## src/rtl/circ_ptr_update.sv

```systemverilog
module circ_ptr_update #(
  parameter int AW     = 32,
  parameter int KW     = 4,
  parameter int KLSB   = 24,
  parameter int LW     = 17,
  parameter int LLSB   = 0,
  parameter int MINLEN = 4
) (
  input  logic          clk,
  input  logic          rst_n,
  input  logic          in_valid,
  input  logic [AW-1:0] ptr,
  input  logic [AW-1:0] offset,
  input  logic [AW-1:0] modifier,
  input  logic [AW-1:0] base,
  output logic          out_valid,
  output logic [AW-1:0] out_ptr
);

  localparam int SW = KW + 1;

  logic [KW-1:0] k_fld;
  logic [AW-1:0] len;
  logic [SW-1:0] shamt;
  logic          explicit_win;
  logic [AW-1:0] mask, win_lo, win_hi, sum, nxt;
  logic          wrap_hi, wrap_lo;

  assign k_fld  = modifier[KLSB +: KW];
  assign len    = {{(AW-LW){modifier[LLSB+LW-1]}}, modifier[LLSB +: LW]};
  assign shamt  = {k_fld[KW-1], k_fld} + SW'(2);

  assign explicit_win = (k_fld == '0) && ($signed(len) >= MINLEN);

  assign mask   = ($signed(shamt) > 0) ? ((AW'(1) << shamt) - AW'(1)) : '0;
  assign win_lo = explicit_win ? base : (ptr & ~mask);
  assign win_hi = explicit_win ? (win_lo + len) : (win_lo | len);

  assign sum     = ptr + offset;
  assign wrap_hi = (sum >= win_hi);
  assign wrap_lo = (sum < win_lo);
  assign nxt     = wrap_hi ? (sum - len) : (wrap_lo ? (sum + len) : sum);

  always_ff @(posedge clk) begin
    if (!rst_n) begin
      out_valid <= 1'b0;
      out_ptr   <= '0;
    end else begin
      out_valid <= in_valid;
      if (in_valid) out_ptr <= nxt;
    end
  end

  AST_VALID_FOLLOWS: assert property (@(posedge clk) disable iff (!rst_n)
    in_valid |=> out_valid);
  AST_VALID_IDLE: assert property (@(posedge clk) disable iff (!rst_n)
    !in_valid |=> !out_valid);
  AST_HOLD_PTR: assert property (@(posedge clk) disable iff (!rst_n)
    !in_valid |=> $stable(out_ptr));
  AST_HI_WRAP: assert property (@(posedge clk) disable iff (!rst_n)
    (in_valid && wrap_hi) |=> (out_ptr + $past(len) == $past(sum)));
  AST_LO_WRAP: assert property (@(posedge clk) disable iff (!rst_n)
    (in_valid && wrap_lo && !wrap_hi) |=> (out_ptr - $past(len) == $past(sum)));

endmodule

```

## config.mk

```make
export PLATFORM = sky130hd
export DESIGN_NAME = circ_ptr_update
export DESIGN_NICKNAME = d
export VERILOG_FILES = /design/src/rtl/circ_ptr_update.sv
export SDC_FILE = /design/constraint.sdc
export NUM_CORES = 1
export LEC_CHECK = 0
export ABC_AREA = 1
export CAP_MARGIN = 20
export CORE_MARGIN = 5
export CORE_UTILIZATION = 58
export DETAILED_ROUTE_END_ITERATION = 6
export GPL_TIMING_DRIVEN = 0
export PLACE_DENSITY = 0.84
export SLEW_MARGIN = 20
export SYNTH_ARGS = -nofsm -noshare
export SYNTH_HDL_FRONTEND = slang
export SYNTH_SLANG_ARGS = --single-unit
```

## constraint.sdc

```tcl
create_clock -name clk -period 7.2 [get_ports clk]
set_input_delay 1.44 -clock clk [delete_from_list [all_inputs] [get_ports clk]]
set_output_delay 1.44 -clock clk [all_outputs]
set_load 0.05 [all_outputs]
```

==> results.toml, run 1 <==
[status]
status = "completed"

[drt]
first_pass_iters = 6
drtIter0Drc = 1290
avgViaCountPerCell = 5.95
drc = 0
drt-wirelength-per-cell_um = 18.1
wirelength_um = 43300
num_vias = 14200
ant_nets = 0

[cts]
cts_hold_buffers = 0
cts_root_buffer = "clkbuf_16"
clock_path_buffers = 2
h-tree-depth = 2
clkSlewWorstSetupHoldPaths_ns = 0.05
clk_latency_ns = 0.28
numCtsBuffers = 5
tritoncts = "yes"
clock_sinks = 33

[min_path]
hold_path_end = "out_ptr[0]$_SDFFE_PN0P_"
whs_path_depth = 2
hp-class = "flip-flop to flip-flop"
holdCritStartpoint = "out_ptr[0]$_SDFFE_PN0P_"

[die]
rows = 52
die_x_um = 152
coreArea_um2 = 20000
boundaryPins = 164
start_util_pct = 58.5
die-area_um2 = 23100
die_h_um = 152

[yosys]
yosysSeqAreaShare_pct = 5.64
synth_fp_nets = 2305
syn_avg_cell_area_um2 = 6.01
synth_edf_count = 0
synth.distinct_cells = 45
synth-seq-cells = 33
synthFlopType = "dfxtp_1"
async_flop_share_pct = 0
syn_area_um2 = 11700
ys_warn_count = 0
postSynthCellCount = 1950

[worst_setup_path]
cp-end-kind = "flip-flop"
reg2reg_to = "out_ptr[15]$_SDFFE_PN0P_"
rrSetupSlack_ns = 6.39
path_common_cell = "nand2_1"
required_ns = 7.40
crit_path_top_delay_cell = "clkdlybuf4s50_1"
worstPathArrival_ns = 7.23
startpoint_type = "primary input"
crit_fanout = 10
reg2reg_depth = 2
reg2reg_from = "out_ptr[15]$_SDFFE_PN0P_"
crit_type = "primary input to flip-flop"
max_stage_delay_ns = 0.55

[pwr]
power.switching_w = 0.00157
p_int_w = 0.00114
p_leak_nw = 7.20
p_comb_share_pct = 83.3
ir_drop_mv = 0.101
pwr-share-seq_pct = 8.6
p_clk_share_pct = 8.1
switching_share_pct = 57.9
power_density_nw_per_um2 = 191

[sta]
max_freq_ghz = 0.142
worst_slew_pin_slew_ns = 0.857
worst_slack_ns = 0.168
report.final.slew_viol_count = 0
period_needed_ns = 7.03
timing.slew.headroom_pct = 42.8
period_share_pct = 97.7
hold_violations = 0
hold_ws_ns = 0.469
finalSetupViolCount = 0
fin_skew_ns = 0

[cells_and_area]
final_cell_mix = "nand2_1 (377), inv_1 (267), ha_1 (215), a21oi_1 (208), nor2_1 (154)"
seq_area_um2 = 661
fill_cells = 1800
drive_gt1_share_pct = 7.16
layout_commonest_cell = "nand2_1"
multiInputGateArea_um2 = 10100
area_growth_pct = 21.2
fin_nets = 2476
antennaDiodeCount = 0

[placed_design]
hpwl_um = 36000
place_ws_ns = -2.13
port_buffers = 150
finalWeightedCongestion = 1.05

[grt]
grt_pass1_wl_um = 66100
grt_max_degree = 35
antenna_found_initial = 0
track_usage_pct = 34.4
grt_pass1_vias = 13200
grt.overflow.total = 0

[job]
drv_cap = 0
[through the flow]
step / instance area, um2 / TNS, ns / std cells / util, % / total power [W]
after floorplan: 11700 / 0 / 1950 / - / 0.00174
after detailed placement: 13600 / -63.92 / 2370 / 67.6 / 0.00236
after global placement: 13600 / -85.33 / 2370 / 67.6 / 0.00232
after CTS: 13900 / 0 / 2382 / 69.3 / 0.00261
after global routing: 14200 / -0.331 / 2392 / 70.8 / 0.00293
final: 14200 / 0 / 2392 / 70.8 / 0.00271
[power by group through the flow]
stage / Combinational, W / Clock (W) / Sequential, W
3_5_place_dp: 0.00212 / 0 / 0.000235
6_report: 0.00226 / 0.000219 / 0.000232
4_1_cts: 0.00216 / 0.000218 / 0.000233
5_1_grt: 0.00247 / 0.000226 / 0.000236
3_3_place_gp: 0.00209 / 0 / 0.000233
2_1_floorplan: 0.00139 / 0 / 0.000352
[state kept, by name (all words and copies together), names as in the netlist]
register	flops
out_ptr	32
out_valid	1
[critical path, delay by kind of cell]
family	cells	cell delay, ns
compound gates	7	1.47
buf+inv	6	1.15
simple gates	15	2.60
fa+ha+maj	2	0.59
[cell usage after synthesis (all sizes together) (3+ instances only)]
cell / count / share of area, %
nand2: 386 / 13
inv: 276 / 8.8
a21oi: 221 / 9.6
ha: 220 / 23
o21ai: 164 / 7.2
nor2: 158 / 5.1
nand3: 115 / 4.9
xor2: 78 / 5.8
clkbuf: 46 / 1.5
dfxtp: 33 / 5.6
nor3: 33 / 1.5
a31oi: 32 / 1.7
a21o: 22 / 1.4
nand4: 22 / 1.2
or2: 20 / 1.1
xnor2: 18 / 1.4
buf: 15 / 0.80
nor4: 13 / 0.69
o21bai: 13 / 0.83
a21boi: 11 / 0.70
nand3b: 10 / 0.64
o21a: 9 / 0.58
o221ai: 9 / 0.67
o211ai: 5 / 0.32
fa: 4 / 0.68
a211oi: 3 / 0.19
a31o: 3 / 0.22
[what timing repair did]
item | in CTS | in global routing
pin swaps | 4 | 13
setup buffers | 4 | 11
endpoints found under the setup margin | 32 | 32
resized for setup | 43 | 85
[logic make-up (layout without fill, tap and decap cells)]
logic type,after synthesis,count (layout),share of synthesized area (%)
fa+ha+maj,224,224,24.2
simple gates,759,759,27.6
xor+xnor,96,96,7.24
flops,33,33,5.64
compound gates,501,501,24.2
buf+inv,337,509,11.1
[per-layer routing]
layer	track usage, %	part of all wire [%]	vias to the layer above
met4	15.5	5.9	0
met5	0	0	-
met2	60.0	45	757
met3	2.75	8.3	156
li1	-	-	6908
met1	43.3	40	6418
[worst max path at each step]
stage	from	to	cells past startpoint
CTS	modifier[26]	out_ptr[31]$_SDFFE_PN0P_	36
detailed placement	modifier[25]	out_ptr[31]$_SDFFE_PN0P_	36
finish	modifier[9]	out_ptr[31]$_SDFFE_PN0P_	30
global placement	modifier[16]	out_ptr[31]$_SDFFE_PN0P_	33
floorplan	modifier[25]	out_ptr[29]$_SDFFE_PN0P_	37
global route	modifier[24]	out_ptr[31]$_SDFFE_PN0P_	33
[final cells by class]
cell class / count / area share, %
multi-input cells: 1580 / 71.1
repair buffers: 165 / 11.4
inverters: 276 / 7.34
flip-flops and latches: 33 / 4.65
well taps: 270 / 2.38
plain buffers: 60 / 2.06
clock buffers: 7 / 1.08
clock inverters: 1 / 0.0353
No activity file was read; power rests on OpenSTA's default activity.
==> run 2: changes to the inputs <==
- ABC_AREA: 1 -> not set
- CORE_UTILIZATION: 58 -> 51
- CTS_BUF_LIST: not set -> sky130_fd_sc_hd__clkbuf_4 sky130_fd_sc_hd__clkbuf_8 sky130_fd_sc_hd__clkbuf_16
- PLACE_DENSITY: 0.84 -> 0.76
==> run 2 against run 1 <==
The run now ends with setup timing left. Register-to-register slack gained 0.08 ns. Critical path depth is the same. Final cell count shrank 17%. Core utilization shrank 1.4 points. Sequential power grew 5%. Die area grew 1.3%. Global-route usage shrank 5.2 points.
==> results.toml, run 2 <==
[status]
status = "finished with violations"
violations = "setup timing"

[cells_and_area]
final_cell_mix = "ha_1 (202), nand2_1 (166), clkdlybuf4s50_1 (132), a21oi_1 (124), nor2_1 (105)"
antennaDiodeCount = 0
stdcell_count = 1981
layout_commonest_cell = "ha_1"
largest-register = "out_ptr"
reg.largest.list = "out_ptr x32, out_valid x1"
area_growth_pct = 34.5
fin_nets = 2065
drive_gt1_share_pct = 15.7
largest_reg_flops = 32
final_util_pct = 69.4

[yosys]
synth_fp_nets = 1841
yosysSeqAreaShare_pct = 6.32
yosysMostFrequentCell = "ha_1"
postSynthCellCount = 1486
syn_area_um2 = 10400
synth.distinct_cells = 80
async_flop_share_pct = 0
synth_area_leaders = "ha_1 (26%), nand2_1 (6.4%), dfxtp_1 (6.3%)"
synthFlopType = "dfxtp_1"
yosys-top-cells-count = "ha_1 (220), nand2_1 (179), a21oi_1 (131)"
yosysTopAreaCellShare_pct = 26.3
ys_warn_count = 0
syn_avg_cell_area_um2 = 7.03
yosys.area.top_type = "ha_1"
synth_edf_count = 0
synth-seq-cells = 33

[worst_setup_path]
path_common_cell = "o21ai_1"
worstPathArrival_ns = 8.01
max_stage_delay_ns = 0.54
crit_path_top_delay_cell = "or4b_4"
startpoint_type = "primary input"
crit_fanout = 8
cp-end-kind = "flip-flop"
required_ns = 7.35
crit_type = "primary input to flip-flop"

[grt]
track_usage_pct = 29.2
grt_pass1_wl_um = 57300
grt.overflow.total = 0
antenna_found_initial = 0
grt_pass1_vias = 11200
grt_max_degree = 34

[placed_design]
dp.cells = 1908
port_buffers = 151
finalWeightedCongestion = 0.971
hpwl_um = 29200

[pwr]
p_leak_nw = 6.46
ir_drop_mv = 0.0865
power_density_nw_per_um2 = 211

[cts]
numCtsBuffers = 5
cts_root_buffer = "clkbuf_16"
h-tree-depth = 2
clkSlewWorstSetupHoldPaths_ns = 0.05
clock_path_buffers = 2
cts_hold_buffers = 0
clock_sinks = 33
clk_latency_ns = 0.28
tritoncts = "yes"

[sta]
hold_violations = 0
finalSetupViolCount = 32
period_needed_ns = 7.86
rsz0062_at_grt = "yes"
fin_setup_tns_ns = -16.69
hold_ws_ns = 0.468
worst_slack_ns = -0.662
worst_slew_pin_slew_ns = 0.992
report.final.slew_viol_count = 0
fin_skew_ns = 0
max_freq_ghz = 0.127
timing.slew.headroom_pct = 33.4
period_share_pct = 109

[drt]
first_pass_iters = 6
avgViaCountPerCell = 6.12
ant_nets = 0
num_vias = 12100
drc = 0
wirelength_um = 37500
drt-wirelength-per-cell_um = 18.9
drtIter0Drc = 1092

[die]
boundaryPins = 164
die-area_um2 = 23500
start_util_pct = 51.6
coreArea_um2 = 20200
die_x_um = 153
rows = 52
die_h_um = 153

[min_path]
hp-class = "flip-flop to flip-flop"

[job]
drv_cap = 0
==> run 2: cell types whose count changed after synthesis, moves of 30 or more <==
cell	previous run	this run
xor2_1	78	22
nand3_1	115	30
nand2_1	380	179
xnor2_1	17	47
a21o_1	22	61
nor2_1	158	111
a21oi_1	215	131
o21ai_0	158	108
inv_1	274	100
==> run 2: what timing repair did <==
item	CTS	global route
hold endpoints to repair	0	0
resized for setup	203	87
setup endpoints to repair	32	32
buffers inserted	42	25
pin swaps	59	52
gates cloned	4	1
==> run 2: power breakdown <==
| group | internal, W | switching (W) |
|---|---|---|
| clock | 0.000130 | 0.0000724 |
| combinational | 0.00106 | 0.00146 |
| sequential | 0.000224 | 0.0000196 |
==> run 2: through the flow <==
step,total power (W),worst slack (ns),instance area [um2]
2_1_floorplan,0.00170,-0.0788,10600
3_3_place_gp,0.00223,-2.79,12500
3_5_place_dp,0.00227,-2.51,12500
4_1_cts,0.00279,-0.394,13700
5_1_grt,0.00315,-0.823,14100
6_report,0.00296,-0.662,14100
==> run 2: area by class of cell <==
cell class | count | area, um2
plain buffers | 59 | 474
clock buffers | 6 | 133
clock inverters | 2 | 10.0
fillers | 1734 | 6180
inverters | 101 | 384
multi-input cells | 1287 | 9920
flip-flops and latches | 33 | 661
well taps | 270 | 338
repair buffers | 223 | 2130
==> run 2: kinds of logic (layout without fill, tap and decap cells) <==
group                    count (synthesis)  count (layout)  share of synthesized area [%]
XOR/XNOR                                69              69                           5.78
buffers and inverters                  166             391                           6.21
AND/OR/NAND/NOR                        459             459                           20.3
adder cells (fa/ha/maj)                224             224                           27.1
AO/OA/AOI/OAI                          527             527                           33.5
flip-flops                              33              33                           6.32
multiplexers                             8               8                          0.766
==> run 2: path summary, 6_finish.rpt <==
check | startpoint | to | slack, ns | cells after the start
max | modifier[7] | out_ptr[16]$_SDFFE_PN0P_ | -0.66 | 30
min | out_ptr[13]$_SDFFE_PN0P_ | out_ptr[13]$_SDFFE_PN0P_ | 0.47 | 2
max reg2reg | out_ptr[29]$_SDFFE_PN0P_ | out_ptr[29]$_SDFFE_PN0P_ | 6.47 | 4
min reg2reg | out_ptr[13]$_SDFFE_PN0P_ | out_ptr[13]$_SDFFE_PN0P_ | 0.47 | 2
==> run 2: worst max-delay path: cells and delay by family <==
kind / cells / cell delay (ns)
buffers and inverters: 4 / 0.61
AND/OR/NAND/NOR: 7 / 1.85
XOR/XNOR: 1 / 0.18
adder cells (fa/ha/maj): 2 / 0.69
AO/OA/AOI/OAI: 16 / 3.21
==> run 2: per-layer routing <==
metal,up-vias,part of all wire [%],GRT usage (%)
met2,515,45,47.2
met1,5631,45,41.6
met3,63,7.5,2.12
met5,-,0,0
met4,0,2.7,8.74
li1,5907,-,-
